### src/rtl/wme_pkg.sv
package wme_pkg;
    localparam int DEV_W = 4;
    localparam int PAY_W = 32;

    typedef enum logic [2:0] {
        MT_NEWADDR = 3'd0,
        MT_BUFREQ  = 3'd1,
        MT_SOP     = 3'd2,
        MT_XFER    = 3'd3,
        MT_EOP     = 3'd4
    } msg_t;

    typedef enum logic [2:0] {
        RQ_IDLE, RQ_REQ, RQ_WAIT, RQ_DATA, RQ_EOP
    } rq_st_t;

    localparam logic [DEV_W-1:0] BCAST_ID = '1;
endpackage

### src/rtl/wme_grant_q.sv
module wme_grant_q
    import wme_pkg::*;
#(
    parameter int QDEPTH = 16
) (
    input  logic             clk,
    input  logic             rst_n,
    input  logic             push,
    input  logic [DEV_W-1:0] push_src,
    input  logic             pop,
    output logic             head_valid,
    output logic [DEV_W-1:0] head_src
);
    localparam int AW = $clog2(QDEPTH);

    typedef struct packed {
        logic [QDEPTH-1:0][DEV_W-1:0] mem;
        logic [AW-1:0]                rp;
        logic [AW-1:0]                wp;
        logic [AW:0]                  cnt;
    } gq_t;

    gq_t q_q, q_d;

    always_comb begin
        q_d = q_q;
        if (pop && q_q.cnt != '0) begin
            q_d.rp = q_q.rp + 1'b1;
        end
        if (push && q_q.cnt != (AW+1)'(QDEPTH)) begin
            q_d.mem[q_q.wp] = push_src;
            q_d.wp = q_q.wp + 1'b1;
        end
        case ({push && q_q.cnt != (AW+1)'(QDEPTH), pop && q_q.cnt != '0})
            2'b10:   q_d.cnt = q_q.cnt + 1'b1;
            2'b01:   q_d.cnt = q_q.cnt - 1'b1;
            default: q_d.cnt = q_q.cnt;
        endcase
    end

    always_ff @(posedge clk) begin
        if (!rst_n) q_q <= '0;
        else        q_q <= q_d;
    end

    assign head_valid = (q_q.cnt != '0);
    assign head_src   = q_q.mem[q_q.rp];
endmodule

### src/rtl/wme_requester.sv
module wme_requester
    import wme_pkg::*;
#(
    parameter int LEN_W = 8,
    parameter int TMO_W = 16,
    parameter int BUF_W = 8
) (
    input  logic             clk,
    input  logic             rst_n,
    input  logic [TMO_W-1:0] tmo_limit,
    input  logic             req,
    input  logic [DEV_W-1:0] req_dst,
    input  logic [LEN_W-1:0] req_words,
    input  logic [PAY_W-1:0] data_in,
    input  logic             sop_valid,
    input  logic [DEV_W-1:0] sop_src,
    input  logic [BUF_W-1:0] sop_buf,
    input  logic             out_go,
    output logic             out_valid,
    output msg_t             out_type,
    output logic [DEV_W-1:0] out_dst,
    output logic [PAY_W-1:0] out_pay,
    output logic             data_rd,
    output logic             busy,
    output logic             done,
    output logic             fail,
    output logic [BUF_W-1:0] buf_o
);
    typedef struct packed {
        rq_st_t           st;
        logic [DEV_W-1:0] dst;
        logic [LEN_W-1:0] len;
        logic [LEN_W-1:0] left;
        logic [TMO_W-1:0] cnt;
        logic [BUF_W-1:0] bidx;
        logic             done;
        logic             fail;
    } rq_t;

    rq_t r_q, r_d;

    always_comb begin
        r_d       = r_q;
        r_d.done  = 1'b0;
        r_d.fail  = 1'b0;
        out_valid = 1'b0;
        out_type  = MT_BUFREQ;
        out_pay   = '0;
        data_rd   = 1'b0;
        case (r_q.st)
            RQ_IDLE: if (req) begin
                r_d.st  = RQ_REQ;
                r_d.dst = req_dst;
                r_d.len = req_words;
            end
            RQ_REQ: begin
                out_valid = 1'b1;
                out_pay   = PAY_W'(r_q.len);
                if (out_go) begin
                    r_d.st  = RQ_WAIT;
                    r_d.cnt = '0;
                end
            end
            RQ_WAIT: begin
                if (sop_valid && sop_src == r_q.dst) begin
                    r_d.bidx = sop_buf;
                    r_d.left = r_q.len;
                    r_d.st   = (r_q.len == '0) ? RQ_EOP : RQ_DATA;
                end else if (r_q.cnt == tmo_limit) begin
                    r_d.fail = 1'b1;
                    r_d.st   = RQ_IDLE;
                end else begin
                    r_d.cnt = r_q.cnt + 1'b1;
                end
            end
            RQ_DATA: begin
                out_valid = 1'b1;
                out_type  = MT_XFER;
                out_pay   = data_in;
                if (out_go) begin
                    data_rd  = 1'b1;
                    r_d.left = r_q.left - 1'b1;
                    if (r_q.left == LEN_W'(1)) r_d.st = RQ_EOP;
                end
            end
            RQ_EOP: begin
                out_valid = 1'b1;
                out_type  = MT_EOP;
                out_pay   = PAY_W'({r_q.len, 2'b00});
                if (out_go) begin
                    r_d.done = 1'b1;
                    r_d.st   = RQ_IDLE;
                end
            end
            default: r_d.st = RQ_IDLE;
        endcase
    end

    always_ff @(posedge clk) begin
        if (!rst_n) r_q <= '{st: RQ_IDLE, default: '0};
        else        r_q <= r_d;
    end

    assign out_dst = r_q.dst;
    assign busy    = (r_q.st != RQ_IDLE);
    assign done    = r_q.done;
    assign fail    = r_q.fail;
    assign buf_o   = r_q.bidx;
endmodule

### src/rtl/wme_rx_decode.sv
module wme_rx_decode
    import wme_pkg::*;
#(
    parameter int CNT_W = 16
) (
    input  logic             clk,
    input  logic             rst_n,
    input  logic             rx_valid,
    input  logic [2:0]       rx_type,
    input  logic [DEV_W-1:0] rx_src,
    input  logic [PAY_W-1:0] rx_pay,
    output logic             peer_v,
    output logic [PAY_W-1:0] peer_addr,
    output logic [DEV_W-1:0] peer_src,
    output logic             dat_v,
    output logic [PAY_W-1:0] dat,
    output logic [DEV_W-1:0] dat_src,
    output logic             eop_ok,
    output logic             eop_err
);
    typedef struct packed {
        logic             pv;
        logic [PAY_W-1:0] pa;
        logic [DEV_W-1:0] ps;
        logic             dv;
        logic [PAY_W-1:0] dw;
        logic [DEV_W-1:0] ds;
        logic             ok;
        logic             err;
        logic [CNT_W-1:0] words;
    } rd_t;

    rd_t s_q, s_d;

    always_comb begin
        s_d     = s_q;
        s_d.pv  = 1'b0;
        s_d.dv  = 1'b0;
        s_d.ok  = 1'b0;
        s_d.err = 1'b0;
        if (rx_valid) begin
            case (rx_type)
                MT_NEWADDR: begin
                    s_d.pv = 1'b1;
                    s_d.pa = rx_pay;
                    s_d.ps = rx_src;
                end
                MT_XFER: begin
                    s_d.dv    = 1'b1;
                    s_d.dw    = rx_pay;
                    s_d.ds    = rx_src;
                    s_d.words = s_q.words + 1'b1;
                end
                MT_EOP: begin
                    if (rx_pay == PAY_W'({s_q.words, 2'b00})) s_d.ok = 1'b1;
                    else                                      s_d.err = 1'b1;
                    s_d.words = '0;
                end
                default: ;
            endcase
        end
    end

    always_ff @(posedge clk) begin
        if (!rst_n) s_q <= '0;
        else        s_q <= s_d;
    end

    assign peer_v    = s_q.pv;
    assign peer_addr = s_q.pa;
    assign peer_src  = s_q.ps;
    assign dat_v     = s_q.dv;
    assign dat       = s_q.dw;
    assign dat_src   = s_q.ds;
    assign eop_ok    = s_q.ok;
    assign eop_err   = s_q.err;
endmodule

### src/rtl/wmsg_engine.sv
module wmsg_engine
    import wme_pkg::*;
#(
    parameter int BUF_W  = 8,
    parameter int LEN_W  = 8,
    parameter int TMO_W  = 16,
    parameter int QDEPTH = 16,
    parameter int CNT_W  = 16
) (
    input  logic             clk,
    input  logic             rst_n,
    input  logic [3:0]       my_id,
    input  logic [TMO_W-1:0] tmo_limit,
    input  logic             tx_req,
    input  logic [3:0]       tx_dst,
    input  logic [LEN_W-1:0] tx_words,
    input  logic [31:0]      tx_data,
    output logic             tx_data_rd,
    output logic             tx_busy,
    output logic             tx_done,
    output logic             tx_fail,
    output logic [BUF_W-1:0] tx_buf,
    input  logic             learn_valid,
    input  logic [31:0]      learn_addr,
    output logic             wr_valid,
    output logic [3:0]       wr_dst,
    output logic [2:0]       wr_type,
    output logic [3:0]       wr_src,
    output logic [31:0]      wr_pay,
    input  logic             rx_valid,
    input  logic [2:0]       rx_type,
    input  logic [3:0]       rx_src,
    input  logic [31:0]      rx_pay,
    input  logic             buf_avail,
    input  logic [BUF_W-1:0] buf_idx,
    output logic             buf_take,
    output logic             peer_learn_valid,
    output logic [31:0]      peer_learn_addr,
    output logic [3:0]       peer_learn_src,
    output logic             rx_data_valid,
    output logic [31:0]      rx_data,
    output logic [3:0]       rx_data_src,
    output logic             rx_eop_ok,
    output logic             rx_eop_err
);
    typedef struct packed {
        logic             pend;
        logic [PAY_W-1:0] addr;
    } lp_t;

    lp_t lp_q, lp_d;

    logic             gq_valid;
    logic [DEV_W-1:0] gq_src;
    logic             grant;
    logic             rq_valid, rq_go;
    msg_t             rq_type;
    logic [DEV_W-1:0] rq_dst;
    logic [PAY_W-1:0] rq_pay;
    logic             lp_send;

    assign grant   = gq_valid && buf_avail;
    assign lp_send = !grant && lp_q.pend;
    assign rq_go   = !grant && !lp_q.pend && rq_valid;

    wme_grant_q #(.QDEPTH(QDEPTH)) u_gq (
        .clk        (clk),
        .rst_n      (rst_n),
        .push       (rx_valid && rx_type == MT_BUFREQ),
        .push_src   (rx_src),
        .pop        (grant),
        .head_valid (gq_valid),
        .head_src   (gq_src)
    );

    wme_requester #(.LEN_W(LEN_W), .TMO_W(TMO_W), .BUF_W(BUF_W)) u_rq (
        .clk       (clk),
        .rst_n     (rst_n),
        .tmo_limit (tmo_limit),
        .req       (tx_req),
        .req_dst   (tx_dst),
        .req_words (tx_words),
        .data_in   (tx_data),
        .sop_valid (rx_valid && rx_type == MT_SOP),
        .sop_src   (rx_src),
        .sop_buf   (rx_pay[BUF_W-1:0]),
        .out_go    (rq_go),
        .out_valid (rq_valid),
        .out_type  (rq_type),
        .out_dst   (rq_dst),
        .out_pay   (rq_pay),
        .data_rd   (tx_data_rd),
        .busy      (tx_busy),
        .done      (tx_done),
        .fail      (tx_fail),
        .buf_o     (tx_buf)
    );

    wme_rx_decode #(.CNT_W(CNT_W)) u_rx (
        .clk       (clk),
        .rst_n     (rst_n),
        .rx_valid  (rx_valid),
        .rx_type   (rx_type),
        .rx_src    (rx_src),
        .rx_pay    (rx_pay),
        .peer_v    (peer_learn_valid),
        .peer_addr (peer_learn_addr),
        .peer_src  (peer_learn_src),
        .dat_v     (rx_data_valid),
        .dat       (rx_data),
        .dat_src   (rx_data_src),
        .eop_ok    (rx_eop_ok),
        .eop_err   (rx_eop_err)
    );

    always_comb begin
        lp_d = lp_q;
        if (lp_send)     lp_d.pend = 1'b0;
        if (learn_valid) lp_d = '{pend: 1'b1, addr: learn_addr};
    end

    always_ff @(posedge clk) begin
        if (!rst_n) lp_q <= '0;
        else        lp_q <= lp_d;
    end

    always_comb begin
        wr_valid = 1'b0;
        wr_dst   = '0;
        wr_type  = MT_NEWADDR;
        wr_pay   = '0;
        buf_take = 1'b0;
        if (grant) begin
            wr_valid = 1'b1;
            wr_dst   = gq_src;
            wr_type  = MT_SOP;
            wr_pay   = PAY_W'(buf_idx);
            buf_take = 1'b1;
        end else if (lp_q.pend) begin
            wr_valid = 1'b1;
            wr_dst   = BCAST_ID;
            wr_type  = MT_NEWADDR;
            wr_pay   = lp_q.addr;
        end else if (rq_valid) begin
            wr_valid = 1'b1;
            wr_dst   = rq_dst;
            wr_type  = rq_type;
            wr_pay   = rq_pay;
        end
    end

    assign wr_src = my_id;
endmodule

### config.mk
export PLATFORM = sky130hd
export DESIGN_NAME = wmsg_engine
export DESIGN_NICKNAME = d
export VERILOG_FILES = /design/src/rtl/wme_pkg.sv /design/src/rtl/wme_grant_q.sv /design/src/rtl/wme_requester.sv /design/src/rtl/wme_rx_decode.sv /design/src/rtl/wmsg_engine.sv
export SDC_FILE = /design/constraint.sdc
export NUM_CORES = 1
export LEC_CHECK = 0
export BUFFER_PORTS_ARGS = -buffer_cell sky130_fd_sc_hd__buf_4
export CORE_ASPECT_RATIO = 1.5
export CORE_MARGIN = 5
export CORE_UTILIZATION = 55
export CTS_CLUSTER_SIZE = 16
export DETAILED_ROUTE_END_ITERATION = 8
export HOLD_SLACK_MARGIN = 0.15
export PLACE_DENSITY = 0.85
export SKIP_LAST_GASP = 1
export SYNTH_ARGS = -nofsm -noshare
export SYNTH_HDL_FRONTEND = slang
export SYNTH_SLANG_ARGS = --single-unit
### constraint.sdc
create_clock -name clk -period 5.68 [get_ports clk]
set_input_delay 1.136 -clock clk [delete_from_list [all_inputs] [get_ports clk]]
set_output_delay 1.136 -clock clk [all_outputs]
set_load 0.02 [all_outputs]
# [Yosys cells after proc, flatten, opt, wreduce, memory -nomap -nowiden]
# Cells that the tools add are included.
# Widths: inputs -> output; s select.
[word_totals] register_bits=251 latchBits=0 ramBits=0 mem_bits_ro=0 out_inout_bits=133 wordCells=157 mem_count=0
[op_classes] add_sub_neg=7 multipliers=0 n_div=0 magnitude_cmp=3 n_eq_ne=24 shift=0 n_mux=48 bitwise=2 reduce_logical=35
[op_table] op="$mux 32" n=3
[op_table] op="$pmux 32 s3" n=1
[op_table] op="$mux 37" n=2
[op_table] op="$bwmux 64" n=1
[op_table] op="$pmux 16 s2" n=2
[op_table] op="$mux 16" n=3
[op_table] op="$mux 33" n=1
[op_table] op="$add 16x1->16 const B" n=2
[op_table] op="$eq 32x18->1" n=1
[op_table] op="$mux 3" n=10
[op_table] op="$mux 4" n=5
[op_table] op="$bmux 4 s4" n=1
[op_table] op="$demux 4 s4" n=1
[op_table] op="$eq 16x16->1" n=1
[op_table] op="$mux 8" n=2
[op_table] op="$pmux 8 s2" n=1
[op_table] op="$mux 15" n=1
[op_table] op="$pmux 3 s5" n=1
[op_table] op="$reduce_and 2->1" n=7
[op_table] op="$eq 3x2->1 const B" n=4
[op_table] op="$ne 2x2->1 const B" n=6
[op_table] op="$mux 1" n=11
[op_table] op="$logic_and 1x1->1" n=10
[op_table] op="$lt 4x5->1 const B" n=2
[op_table] op="27 further kinds" n=40

# [Longest topological paths before layout]
# Gate-level depths: netlist of run 1.
[depth] depth_word=7 ltp_mapped=16 ltp_nobuf=13

# [By module]
# From an unflattened synthesis of run 1, not the netlist that was laid out.
[hier_totals] hier_cells=1460 area_unflattened_um2=13250.2
[by_module_without_submodules] module="wme_rx_decode" instances=1 cells_each=516 area_each_um2=4307.9 seq_area_each_um2=1841.8
[by_module_without_submodules] module="wme_grant_q" instances=1 cells_each=364 area_each_um2=3983.8 seq_area_each_um2=1541.5
[by_module_without_submodules] module="wme_requester" instances=1 cells_each=385 area_each_um2=3026.7 seq_area_each_um2=980.9
[by_module_without_submodules] module="wmsg_engine" instances=1 cells_each=195 area_each_um2=1931.9 seq_area_each_um2=660.6

# [Worst setup path after synthesis of run 1]
# OpenSTA, ideal clock, no wires.
[synth_timing] kind="input -> register" startpoint="input port rx_valid" endpoint="register u_gq.q_q[4] (netlist name)" arrival_time_ps=3647 required_ps=5552 path_slack_ps=1906 stages=15 path_buffers=3 cell_sequence="clkbuf_1 nand2_1 nor4_1 buf_2 inv_1 ha_1 clkbuf_1 xor2_1 ha_1 inv_1 o21ai_0 a21o_1 a221oi_1 xnor2_1 nor2_1"
[synth_between] elab_chain_cells=4 word_cells_on_any_way=6 classes_between="eq/ne: 2; mux: 1; reduce/logical: 3"
[synth_lines] item="from (decl)" line_no="wmsg_engine.sv:30" text="input logic rx_valid,"
[synth_lines] item="$logic_and 1x1->1 *" line_no="wmsg_engine.sv:69" text=".push (rx_valid && rx_type == MT_BUFREQ),"
[synth_lines] item="$logic_and 1x1->1 *" line_no="wme_grant_q.sv:34" text="case ({push && q_q.cnt != (AW+1)'(QDEPTH), pop && q_q.cnt != '0})"
[synth_lines] item="$eq 2x1->1 / $eq 2x2->1 (equally long branches)" line_no="wme_grant_q.sv:34"
[synth_lines] item="$pmux 5 s2 / $reduce_bool 2->1 (equally long branches)"
[synth_lines] item="to (signal assigned)" line_no="wme_grant_q.sv:43" text="else q_q <= q_d;"
[synth_lines] item="to (decl)" line_no="wme_grant_q.sv:23" text="gq_t q_q, q_d;"
# Mark *: on every way between the ends. The rest lies on a longest branch, timed or not.
# A chain may end at the register's enable or synchronous reset.

# [Worst setup path after layout of run 1]
[layout_timing] startpoint="register u_gq.q_q[1] (netlist name)" endpoint="output port wr_pay[12]"
[layout_between] elab_chain_cells=3
[layout_lines] item="$reduce_bool 5->1" line_no="wme_grant_q.sv:46" text="assign head_valid = (q_q.cnt != '0);"
[layout_lines] item="$logic_and 1x1->1" line_no="wmsg_engine.sv:62" text="assign grant = gq_valid && buf_avail;"
[layout_lines] item="$mux 32" line_no="wmsg_engine.sv:133" text="if (grant) begin"
[layout_lines] item="to (decl)" line_no="wmsg_engine.sv:29" text="output logic [31:0] wr_pay,"
# Every way passes these cells.

==> results of run 1 <==
## cell families after synthesis
group           after synthesis  synth area share (%)
compound gates              245                  12.2
xor+xnor                     59                  4.28
fa+ha+maj                    13                  1.35
buf+inv                     196                  9.02
flops                       251                  41.6
mux                         126                  12.5
simple gates                528                  19.1
## how the worst max path moves through the flow
stage	to	start
final	wr_pay[12]	u_gq.q_q[1]$_SDFFE_PN0P_
after detailed placement	wr_pay[29]	buf_avail
after global routing	wr_pay[29]	u_gq.q_q[1]$_SDFFE_PN0P_
after CTS	wr_pay[29]	u_gq.q_q[1]$_SDFFE_PN0P_
after floorplan	u_gq.q_q[4]$_SDFFE_PN0P_	rx_valid
after global placement	wr_pay[22]	buf_avail
## worst max-delay path: stages (launching register included)
cell and delay, ns:
dfxtp_1 0.37, or4_4 0.58, o21ai_1 0.88, and2_1 0.86, a22o_1 0.28, buf_4 0.14
## metal layers
metal	up-vias	part of all wire, %
li1	5011	-
met1	4903	37
met2	460	51
met3	98	7.2
met4	0	4.9
met5	-	0
## registers in the layout, summed over array words and instances (netlist names), 4 cells and up
signal and cells:
lp_q 33, u_gq.q_q 77, u_rq.buf_o 8, u_rq.out_dst 4, u_rq.r_q 35, u_rx.dat 32, u_rx.dat_src 4, u_rx.peer_addr 32
u_rx.peer_src 4, u_rx.s_q 16
## final cells by class
type | count | area share, %
tap | 272 | 2.36
timing repair buffer | 282 | 14.7
sequential | 251 | 34.9
multi-input combinational | 971 | 41.5
inverter | 17 | 0.478
clock buffer | 35 | 4.95
clock inverter | 9 | 1.07
## placed cells by master (no fill, tap or decap), types with 25 or more instances in the layout
master,count
buf_4,282
dfxtp_1,251
nand2_1,244
nor2_1,158
a21oi_1,136
mux2i_1,106
xor2_1,45
o21ai_0,37
nand3_1,33
clkbuf_16,25
## report_power, final
part           internal, W  switching (W)  leakage, nW
clock network      0.00106       0.000680        0.419
logic             0.000355       0.000505         3.91
registers          0.00181      0.0000838         2.03
## through the flow
step                hold WS [ns]  cell area (um2)  util (%)  worst slack, ns  std cells
floorplan                  0.432            12100         -             1.91       1418
CTS                        0.456            14400      66.6            0.964       1837
global placement           0.442            13500      62.6             1.52       1793
finish                     0.455            14400      66.6            0.898       1837
detailed placement         0.447            13500      62.6             1.47       1793
global route               0.475            14400      66.6            0.750       1837
==> summary.md, run 1 <==
| Metric | Value |
|---|---|
| Root Driver | clkbuf_16 |
| Routing usage on met3 | between 3 and 4% |
| Status | finished, final reports clean |
| Post-synth EDFFs | 0 |
| CP endpoint kind | output port |
| Post-DP HPWL | between 20000 and 25000 um |
| Post-CTS setup buffers | 0 |
| CTS buffer count | 24 |
| Met2 GRT Util | between 40 and 50% |
| FF+latch count, synth | around 250 |
| Clock-pin slew on the worst setup and hold paths | 0.06 ns |
| Worst EP arrival | between 3 and 4 ns |
| Register area share after synthesis | ~42% |
| Vias in the first global route | slightly above 10k |
| Global Route Usage Sum | roughly a quarter |
| Die area | ~25000 um2 |
| Initial antenna violation count | 0 |
| Synthesized cell area | approximately 12000 um2 |
| 1st-pass router iterations | 5 |
| Initial detailed-routing violation count | 785 |
| GR Layer Usage met1 | 30.5% |
| Fin crit period | approximately 4.8 ns |
| Detailed Route WL | 33700 um |
| Synth unique cells | between 60 and 70 |
| Worst Skew | 0.0217 ns |
| Most common cell in the synthesized netlist | dfxtp_1 |
| Starting density of the core | a little under three fifths |
| Synth Net Count | 1580 |
| Antenna Nets Post-Route | 0 |
| Area grow syn2layout | 19.2% |
| Unrepaired setup endpoints after global routing | no |
| Routability cong. | around 0.86 |
| DR vias/cell | 5.70 |
| Yosys top cell area share | between 40% and 50% |
| Pin count of the biggest net entering global routing | 159 |
| Area of the multi-input gates | about 6000 um2 |
| Reg2reg end | u_gq.q_q[4]$_SDFFE_PN0P_ |
| Worst vdd ir | 0.261 mV |
| Worst reg2reg startpoint | u_gq.q_q[1]$_SDFFE_PN0P_ |
| Via count | about 10k |
| I/O pins | 282 |
| Pwr per Cell Area | about 310 nW/um2 |
| Yosys warning total | 0 |
| Sequential Area | about 5000 um2 |
| Antenna Cells | 0 |
| Crit path kind | flop to output port |
| WL/cell | around 18 um |
| Peak Freq | between 0.2 and 0.25 GHz |
| H-Tree Depth | 1 |
| Die Y | 192 um |
| Top cells by area, synth | dfxtp_1 42%, mux2i_1 8.8%, nand2_1 7.6% |
| Filler instances | ~1.8k |
| Final Setup Violations | 0 |
| R2r worst-path depth | 12 |
| Placeable Area | ~22000 um2 |
| GR peak layer | met2 |
| Power after layout | roughly 0.0045 W |
| Required @ worst endpoint | approximately 4.5 ns |
| Hold-critical path depth | 2 |
| Die X | roughly 130 um |
| Row count | 66 |
| Worst skew pair latency | around 0.52 ns |
| Resized cells post-CTS | 0 |
| Startpoint of the worst hold path | u_rx.dat_src[0]$_SDFFE_PN0P_ |
| Slew headroom | roughly 22% |
| Port buffer count | about 270 |
| Crit start category | flop |
| Layout cells sized above 1 | 22.8% |
| Main synth FF type | dfxtp_1 |
| Worst hold-check path type | flop to flop |
| Clock Sinks | 251 |
| NumNets Final | approximately 1.7k |
| Ys async rst share | 0% |
| # hold bufs at CTS | 0 |
| Fin. Hold Viols | 0 |
| CTS tree | done |
| Deepest clock path buffer count | 3 |
| First-pass GRT wire length | around 52000 um |
| FF-to-FF setup slack | ~1.9 ns |
| Synth Instances | roughly 1.4k |
| Worst slew pin tran | approximately 1.2 ns |
| Static Leak | approximately 6.4 nW |
| WHS Endpoint | u_rx.dat_src[0]$_SDFFE_PN0P_ |
| Final setup TNS | 0 ns |
| Cell taking the most area after synthesis | dfxtp_1 |
| Drc violations | 0 |
| Remaining Overflow, GRT | 0 |
| Crit path max fanout | 24 |
| Final Max Slew Viols | 0 |
| Leading cell types by count after synthesis | 251 x dfxtp_1, 244 x nand2_1, 158 x nor2_1, 136 x a21oi_1, 106 x mux2i_1 |
| Fin crit share | 84.2% |
| Max Cap Viol | 0 |
| Avg Cell Area, Syn | 8.52 um2 |
Note: power is estimated with default switching activity, not from simulation.
==> inputs of run 2 (changes only) <==
--- a/config.mk
+++ b/config.mk
@@ -8,11 +8,11 @@
 export BUFFER_PORTS_ARGS = -buffer_cell sky130_fd_sc_hd__buf_4
 export CORE_ASPECT_RATIO = 1.5
 export CORE_MARGIN = 5
-export CORE_UTILIZATION = 55
+export CORE_UTILIZATION = 49
 export CTS_CLUSTER_SIZE = 16
 export DETAILED_ROUTE_END_ITERATION = 8
 export HOLD_SLACK_MARGIN = 0.15
-export PLACE_DENSITY = 0.85
+export PLACE_DENSITY = 0.81
 export SKIP_LAST_GASP = 1
 export SYNTH_ARGS = -nofsm -noshare
 export SYNTH_HDL_FRONTEND = slang
==> constraint.sdc (replaced) <==
create_clock -name clk -period 3.97 [get_ports clk]
set_input_delay 0.794 -clock clk [delete_from_list [all_inputs] [get_ports clk]]
set_output_delay 0.794 -clock clk [all_outputs]
set_load 0.02 [all_outputs]
==> summary.md, run 2 (same netlist as run 1, synthesis figures left out) <==
| Metric | Value |
|---|---|
| Final setup TNS | 0 ns (unchanged) |
| Post-DP HPWL | 25800 um (was 24600 um) |
| Deepest clock path buffer count | 3 (unchanged) |
| Setup ws final | 0.413 ns (was 0.898 ns) |
| Worst vdd ir | 0.348 mV (was 0.261 mV) |
| Leading cell types in the layout, fill and taps excluded | 289 x buf_4, 251 x dfxtp_1, 244 x nand2_1, 158 x nor2_1, 136 x a21oi_1 (was 282 x buf_4, 251 x dfxtp_1, 244 x nand2_1, 158 x nor2_1, 136 x a21oi_1) |
| Design area | 14500 um2 (was 14400 um2) |
| Max reg flops | 77 (unchanged) |
| CP max stage cell | or4_4 (was o21ai_1) |
| Required @ worst endpoint | 3.18 ns (was 4.54 ns) |
| Antenna Nets Post-Route | 0 (unchanged) |
| CTS tree | done (unchanged) |
| Commonest non-fill, non-tap cell in the layout | buf_4 (unchanged) |
| Startpoint of the worst hold path | u_rx.dat[29]$_SDFFE_PN0P_ (was u_rx.dat_src[0]$_SDFFE_PN0P_) |
| Crit path max fanout | 24 (unchanged) |
| Peak Freq | 0.281 GHz |
| CTS buffer count | 24 (unchanged) |
| Worst slew pin tran | 0.952 ns (was 1.17 ns) |
| Status | finished, final reports clean (unchanged) |
| Slew headroom | 35.8% (was 21.8%) |
| Clock-pin slew on the worst setup and hold paths | 0.06 ns (about the same) |
| Clock Sinks | 251 (unchanged) |
| Placed Cells | 1852 (was 1793) |
| Fin. Hold Viols | 0 (unchanged) |
| Final Setup Violations | 0 (unchanged) |
| Root Driver | clkbuf_16 (unchanged) |
| NumNets Final | 1716 (was 1709) |
| Starting density of the core | 49.6% (was 55.8%) |
| Top Registers | u_gq.q_q (77), u_rq.r_q (35), lp_q (33) (unchanged) |
| Crit path kind | flop to output port (unchanged) |
| Worst Skew | 0.0123 ns (was 0.0217 ns) |
| Crit start category | flop (unchanged) |
| Max Cap Viol | 0 (unchanged) |
| Die X | 138 um (was 131 um) |
| Fin crit period | 3.56 ns |
| Area grow syn2layout | 20.3% (was 19.2%) |
| Row count | 70 (was 66) |
| Die area | 28000 um2 (was 25100 um2) |
| CP dominant cell by count | buf_4 |
| 1st-pass router iterations | 7 (was 5) |
| I/O pins | 282 (unchanged) |
| Die Y | 202 um (was 192 um) |
| R2r worst-path depth | 13 (was 12) |
| Vias in the first global route | 10.5k (was 10.3k) |
| Worst hold-check path type | flop to flop (unchanged) |
| Routability cong. | 0.901 (was 0.862) |
| Placed Instance Area | 13700 um2 (was 13500 um2) |
| Layout cells sized above 1 | 23.2% (was 22.8%) |
| Placeable Area | 24300 um2 (was 21600 um2) |
| Unrepaired setup endpoints after global routing | no (unchanged) |
| Worst reg2reg startpoint | u_gq.q_q[1]$_SDFFE_PN0P_ (unchanged) |
| Pin count of the biggest net entering global routing | 81 (was 159) |
| First-pass GRT wire length | 54800 um (was 52000 um) |
| Detailed Route WL | 35100 um (was 33700 um) |
| Initial antenna violation count | 0 (unchanged) |
| Worst skew pair latency | 0.52 ns (about the same) |
| # hold bufs at CTS | 0 (unchanged) |
| Place WS | 0.728 ns (was 1.47 ns) |
| DR vias/cell | 5.54 (was 5.70) |
| CP cell instances | or4_4, o21ai_1, buf_4, and2_1, buf_4, a22o_1, buf_4 (was or4_4, o21ai_1, and2_1, a22o_1, buf_4) |
| Remaining Overflow, GRT | 0 (unchanged) |
| Post-Layout Cell Count | 1896 (was 1837) |
| Resized cells post-CTS | 0 (unchanged) |
| Final core occ | 59.7% (was 66.6%) |
| Post-CTS setup buffers | 0 (unchanged) |
| Initial detailed-routing violation count | 702 (was 785) |
| Drc violations | 0 (unchanged) |
| Worst path max stage delay | 0.58 ns (was 0.88 ns) |
| FF-to-FF setup slack | 0.88 ns (was 1.86 ns) |
| WL/cell | 18.5 um (was 18.4 um) |
| Final Max Slew Viols | 0 (unchanged) |
| Register with the most flip-flops | u_gq.q_q (unchanged) |
| Origin of the worst setup path | u_gq.q_q[1]$_SDFFE_PN0P_ (unchanged) |
| Worst EP arrival | 2.76 ns (was 3.65 ns) |
| Reg2reg end | u_gq.q_q[4]$_SDFFE_PN0P_ (unchanged) |
| Fin crit share | 89.6% |
| CP endpoint | wr_pay[20] (was wr_pay[12]) |
| Static Leak | 6.40 nW (was 6.36 nW) |
| CP endpoint kind | output port (unchanged) |
| Port buffer count | 273 (unchanged) |
| Pwr per Cell Area | 445 nW/um2 (was 312 nW/um2) |
| Global Route Usage Sum | 23.6% (was 25.6%) |
| H-Tree Depth | 1 (unchanged) |
| Via count | 10.5k (about the same) |
| Antenna Cells | 0 (unchanged) |
run 2: worst max-delay path: cells and delay by family (launching register included):
kind | cells | cell delay [ns]
AO/OA/AOI/OAI | 2 | 0.41
buffers and inverters | 3 | 0.67
flip-flops | 1 | 0.38
AND/OR/NAND/NOR | 2 | 0.77
run 2: cell type report:
cell class	count	area, um2
clock buffers	35	723
clock inverters	9	153
fillers	2155	9820
inverters	17	68.8
multi-input cells	971	5980
flip-flops and latches	251	5020
well taps	324	405
repair buffers	289	2170
run 2: metal layers:
layer,routed length (um),global-route usage [%]
met5,0,0
met4,1640,10.4
met3,1760,3.60
met2,18200,43.3
met1,13400,27.0
run 2: stage by stage:
stage | total power, W | hold WS, ns
2_1_floorplan | 0.00355 | 0.432
3_3_place_gp | 0.00398 | 0.442
3_5_place_dp | 0.00402 | 0.448
4_1_cts | 0.00651 | 0.457
5_1_grt | 0.00671 | 0.476
6_report | 0.00647 | 0.454
run 2: worst min path at each step:
stage	slack, ns	cells past startpoint	to
after floorplan	0.43	2	u_rq.buf_o[0]$_SDFFE_PN0N_
after global placement	0.44	2	u_rx.dat[6]$_SDFFE_PN0P_
after detailed placement	0.45	2	u_rx.peer_addr[7]$_SDFFE_PN0P_
after CTS	0.46	2	u_rx.dat[9]$_SDFFE_PN0P_
after global routing	0.48	2	u_rx.peer_addr[7]$_SDFFE_PN0P_
final	0.45	2	u_rx.dat[29]$_SDFFE_PN0P_
run 2: power by group:
part	internal (W)	total, W	switching [W]
Clock	0.00152	0.00250	0.000975
Combinational	0.000519	0.00127	0.000754
Sequential	0.00260	0.00270	0.0000996
Total	0.00464	0.00647	0.00183
==> inputs of run 3 (changes only) <==
--- a/config.mk
+++ b/config.mk
@@ -8,12 +8,13 @@
 export BUFFER_PORTS_ARGS = -buffer_cell sky130_fd_sc_hd__buf_4
 export CORE_ASPECT_RATIO = 1.5
 export CORE_MARGIN = 5
-export CORE_UTILIZATION = 49
+export CORE_UTILIZATION = 40
 export CTS_CLUSTER_SIZE = 16
 export DETAILED_ROUTE_END_ITERATION = 8
 export HOLD_SLACK_MARGIN = 0.15
-export PLACE_DENSITY = 0.81
+export PLACE_DENSITY = 0.69
 export SKIP_LAST_GASP = 1
+export SLEW_MARGIN = 20
 export SYNTH_ARGS = -nofsm -noshare
 export SYNTH_HDL_FRONTEND = slang
 export SYNTH_SLANG_ARGS = --single-unit
==> summary.md, run 3 (same netlist as run 1, synthesis figures left out) <==
| Metric | Value |
|---|---|
| NumNets Final | 1719 (was 1716) |
| Worst EP arrival | 2.68 ns (was 2.76 ns) |
| Initial detailed-routing violation count | 584 (was 702) |
| Worst Skew | 0.00454 ns (was 0.0123 ns) |
| Crit path max fanout | 23 (was 24) |
| Worst reg2reg startpoint | u_gq.q_q[1]$_SDFFE_PN0P_ (unchanged) |
| H-Tree Depth | 1 (unchanged) |
| Startpoint of the worst hold path | u_rx.peer_src[0]$_SDFFE_PN0P_ (was u_rx.dat[29]$_SDFFE_PN0P_) |
| Die area | 33800 um2 (was 28000 um2) |
| Filler instances | 2941 (was 2155) |
| Fin. Hold Viols | 0 (unchanged) |
| Antenna Nets Post-Route | 0 (unchanged) |
| Vias in the first global route | 10.0k (was 10.5k) |
| Clock-pin slew on the worst setup and hold paths | 0.06 ns (about the same) |
| WHS Endpoint | u_rx.peer_src[0]$_SDFFE_PN0P_ (was u_rx.dat[29]$_SDFFE_PN0P_) |
| Initial antenna violation count | 0 (unchanged) |
| Max Cap Viol | 0 (unchanged) |
| Place WS | 0.792 ns (was 0.728 ns) |
| Setup ws final | 0.497 ns (was 0.413 ns) |
| Placed Instance Area | 13800 um2 (was 13700 um2) |
| Root Driver | clkbuf_16 (unchanged) |
| I/O pins | 282 (unchanged) |
| Area of the multi-input gates | 5980 um2 (unchanged) |
| Resized cells post-CTS | 0 (unchanged) |
| CP endpoint kind | output port (unchanged) |
| Final setup TNS | 0 ns (unchanged) |
| Worst vdd ir | 0.349 mV (was 0.348 mV) |
| Sequential Area | 5020 um2 (unchanged) |
| Register with the most flip-flops | u_gq.q_q (unchanged) |
| Worst skew pair latency | 0.52 ns (about the same) |
| Crit start category | flop (unchanged) |
| Clock Sinks | 251 (unchanged) |
| Peak Freq | 0.288 GHz (was 0.281 GHz) |
| Leading cell types in the layout, fill and taps excluded | 292 x buf_4, 251 x dfxtp_1, 244 x nand2_1, 158 x nor2_1, 136 x a21oi_1 (was 289 x buf_4, 251 x dfxtp_1, 244 x nand2_1, 158 x nor2_1, 136 x a21oi_1) |
| Layout cells sized above 1 | 23.3% (was 23.2%) |
| Status | finished, final reports clean (unchanged) |
| Fin crit share | 87.5% (was 89.6%) |
| WL/cell | 17.6 um (was 18.5 um) |
| Routability cong. | 0.853 (was 0.901) |
| Fin crit period | 3.47 ns (was 3.56 ns) |
| Die X | 152 um (was 138 um) |
| Slew headroom | 39.8% (was 35.8%) |
| Via count | 10.3k (was 10.5k) |
| Placeable Area | 30100 um2 (was 24300 um2) |
| Worst slew pin tran | 0.904 ns (was 0.952 ns) |
| Final Setup Violations | 0 (unchanged) |
| CTS tree | done (unchanged) |
| FF-to-FF setup slack | 0.91 ns (was 0.88 ns) |
| Final Max Slew Viols | 0 (unchanged) |
| Top Registers | u_gq.q_q (77), u_rq.r_q (35), lp_q (33) (unchanged) |
| R2r worst-path depth | 13 (unchanged) |
| Unrepaired setup endpoints after global routing | no (unchanged) |
| First-pass GRT wire length | 54300 um (was 54800 um) |
| Pin count of the biggest net entering global routing | 121 (was 81) |
| Detailed Route WL | 34700 um (was 35100 um) |
| Starting density of the core | 40.2% (was 49.6%) |
| Area grow syn2layout | 20.7% (was 20.3%) |
| 1st-pass router iterations | 5 (was 7) |
| Row count | 78 (was 70) |
| Remaining Overflow, GRT | 0 (unchanged) |
| Crit path kind | flop to output port (unchanged) |
| Static Leak | 6.40 nW (about the same) |
| Pwr per Cell Area | 434 nW/um2 (was 445 nW/um2) |
| Hold-critical path depth | 2 (unchanged) |
| Commonest non-fill, non-tap cell in the layout | buf_4 (unchanged) |
| Max reg flops | 77 (unchanged) |
| # hold bufs at CTS | 0 (unchanged) |
| CTS buffer count | 24 (unchanged) |
| Design area | 14600 um2 (was 14500 um2) |
| Post-CTS setup buffers | 0 (unchanged) |
| Drc violations | 0 (unchanged) |
| Die Y | 223 um (was 202 um) |
| Post-DP HPWL | 25600 um (was 25800 um) |
| Required @ worst endpoint | 3.18 ns (about the same) |
| Global Route Usage Sum | 19.3% (was 23.6%) |
| Reg2reg end | u_gq.q_q[4]$_SDFFE_PN0P_ (unchanged) |
| DR vias/cell | 5.20 (was 5.54) |
| Deepest clock path buffer count | 3 (unchanged) |
| Port buffer count | 273 (unchanged) |
| Antenna Cells | 0 (unchanged) |
| Worst hold-check path type | flop to flop (unchanged) |
-- run 3: critical path, cell delays in order (launching register included) --
cell	delay, ns
dfxtp_1	0.38
or4_4	0.58
o21ai_1	0.14
buf_4	0.20
inv_1	0.08
buf_4	0.23
a221o_1	0.38
buf_4	0.16
-- run 3: cell type report --
cell class	count	share of cell area (%)
Multi-Input combinational cell	971	41.0
Sequential cell	251	34.5
Timing Repair Buffer	292	15.0
Clock buffer	32	4.74
Tap cell	400	3.43
Clock inverter	9	0.841
Inverter	17	0.472
-- run 3: per-layer routing --
layer | GRT usage, % | part of all wire [%] | wire [um]
met5 | 0 | 0 | 0
met2 | 35.3 | 52 | 18000
met4 | 7.34 | 3.3 | 1150
met3 | 3.00 | 4.7 | 1620
met1 | 22.7 | 40 | 14000
-- run 3: per-stage QoR --
stage          total power [W]  hold WS (ns)  util (%)  instances
5_1_grt                0.00661         0.472      48.5       1972
2_1_floorplan          0.00355         0.432         -       1418
3_5_place_dp           0.00401         0.447      45.8       1931
6_report               0.00633         0.453      48.5       1972
3_3_place_gp           0.00399         0.444      45.8       1931
4_1_cts                0.00640         0.455      48.5       1972
-- run 3: worst max path at each step --
stage | startpoint | endpoint | slack (ns) | cells past startpoint
finish | u_gq.q_q[1]$_SDFFE_PN0P_ | wr_pay[1] | 0.50 | 7
global placement | rx_type[0] | u_gq.q_q[4]$_SDFFE_PN0P_ | 0.79 | 13
floorplan | rx_valid | u_gq.q_q[4]$_SDFFE_PN0P_ | 0.54 | 15
detailed placement | rx_type[0] | u_gq.q_q[4]$_SDFFE_PN0P_ | 0.79 | 13
global route | u_gq.q_q[9]$_SDFFE_PN0P_ | wr_dst[1] | 0.34 | 6
CTS | u_gq.q_q[9]$_SDFFE_PN0P_ | wr_dst[1] | 0.47 | 6
-- run 3: report_power, final --
part           internal (W)  leakage [nW]  switching (W)
clock network       0.00141         0.402       0.000969
logic              0.000524          3.96       0.000747
registers           0.00260          2.03      0.0000843
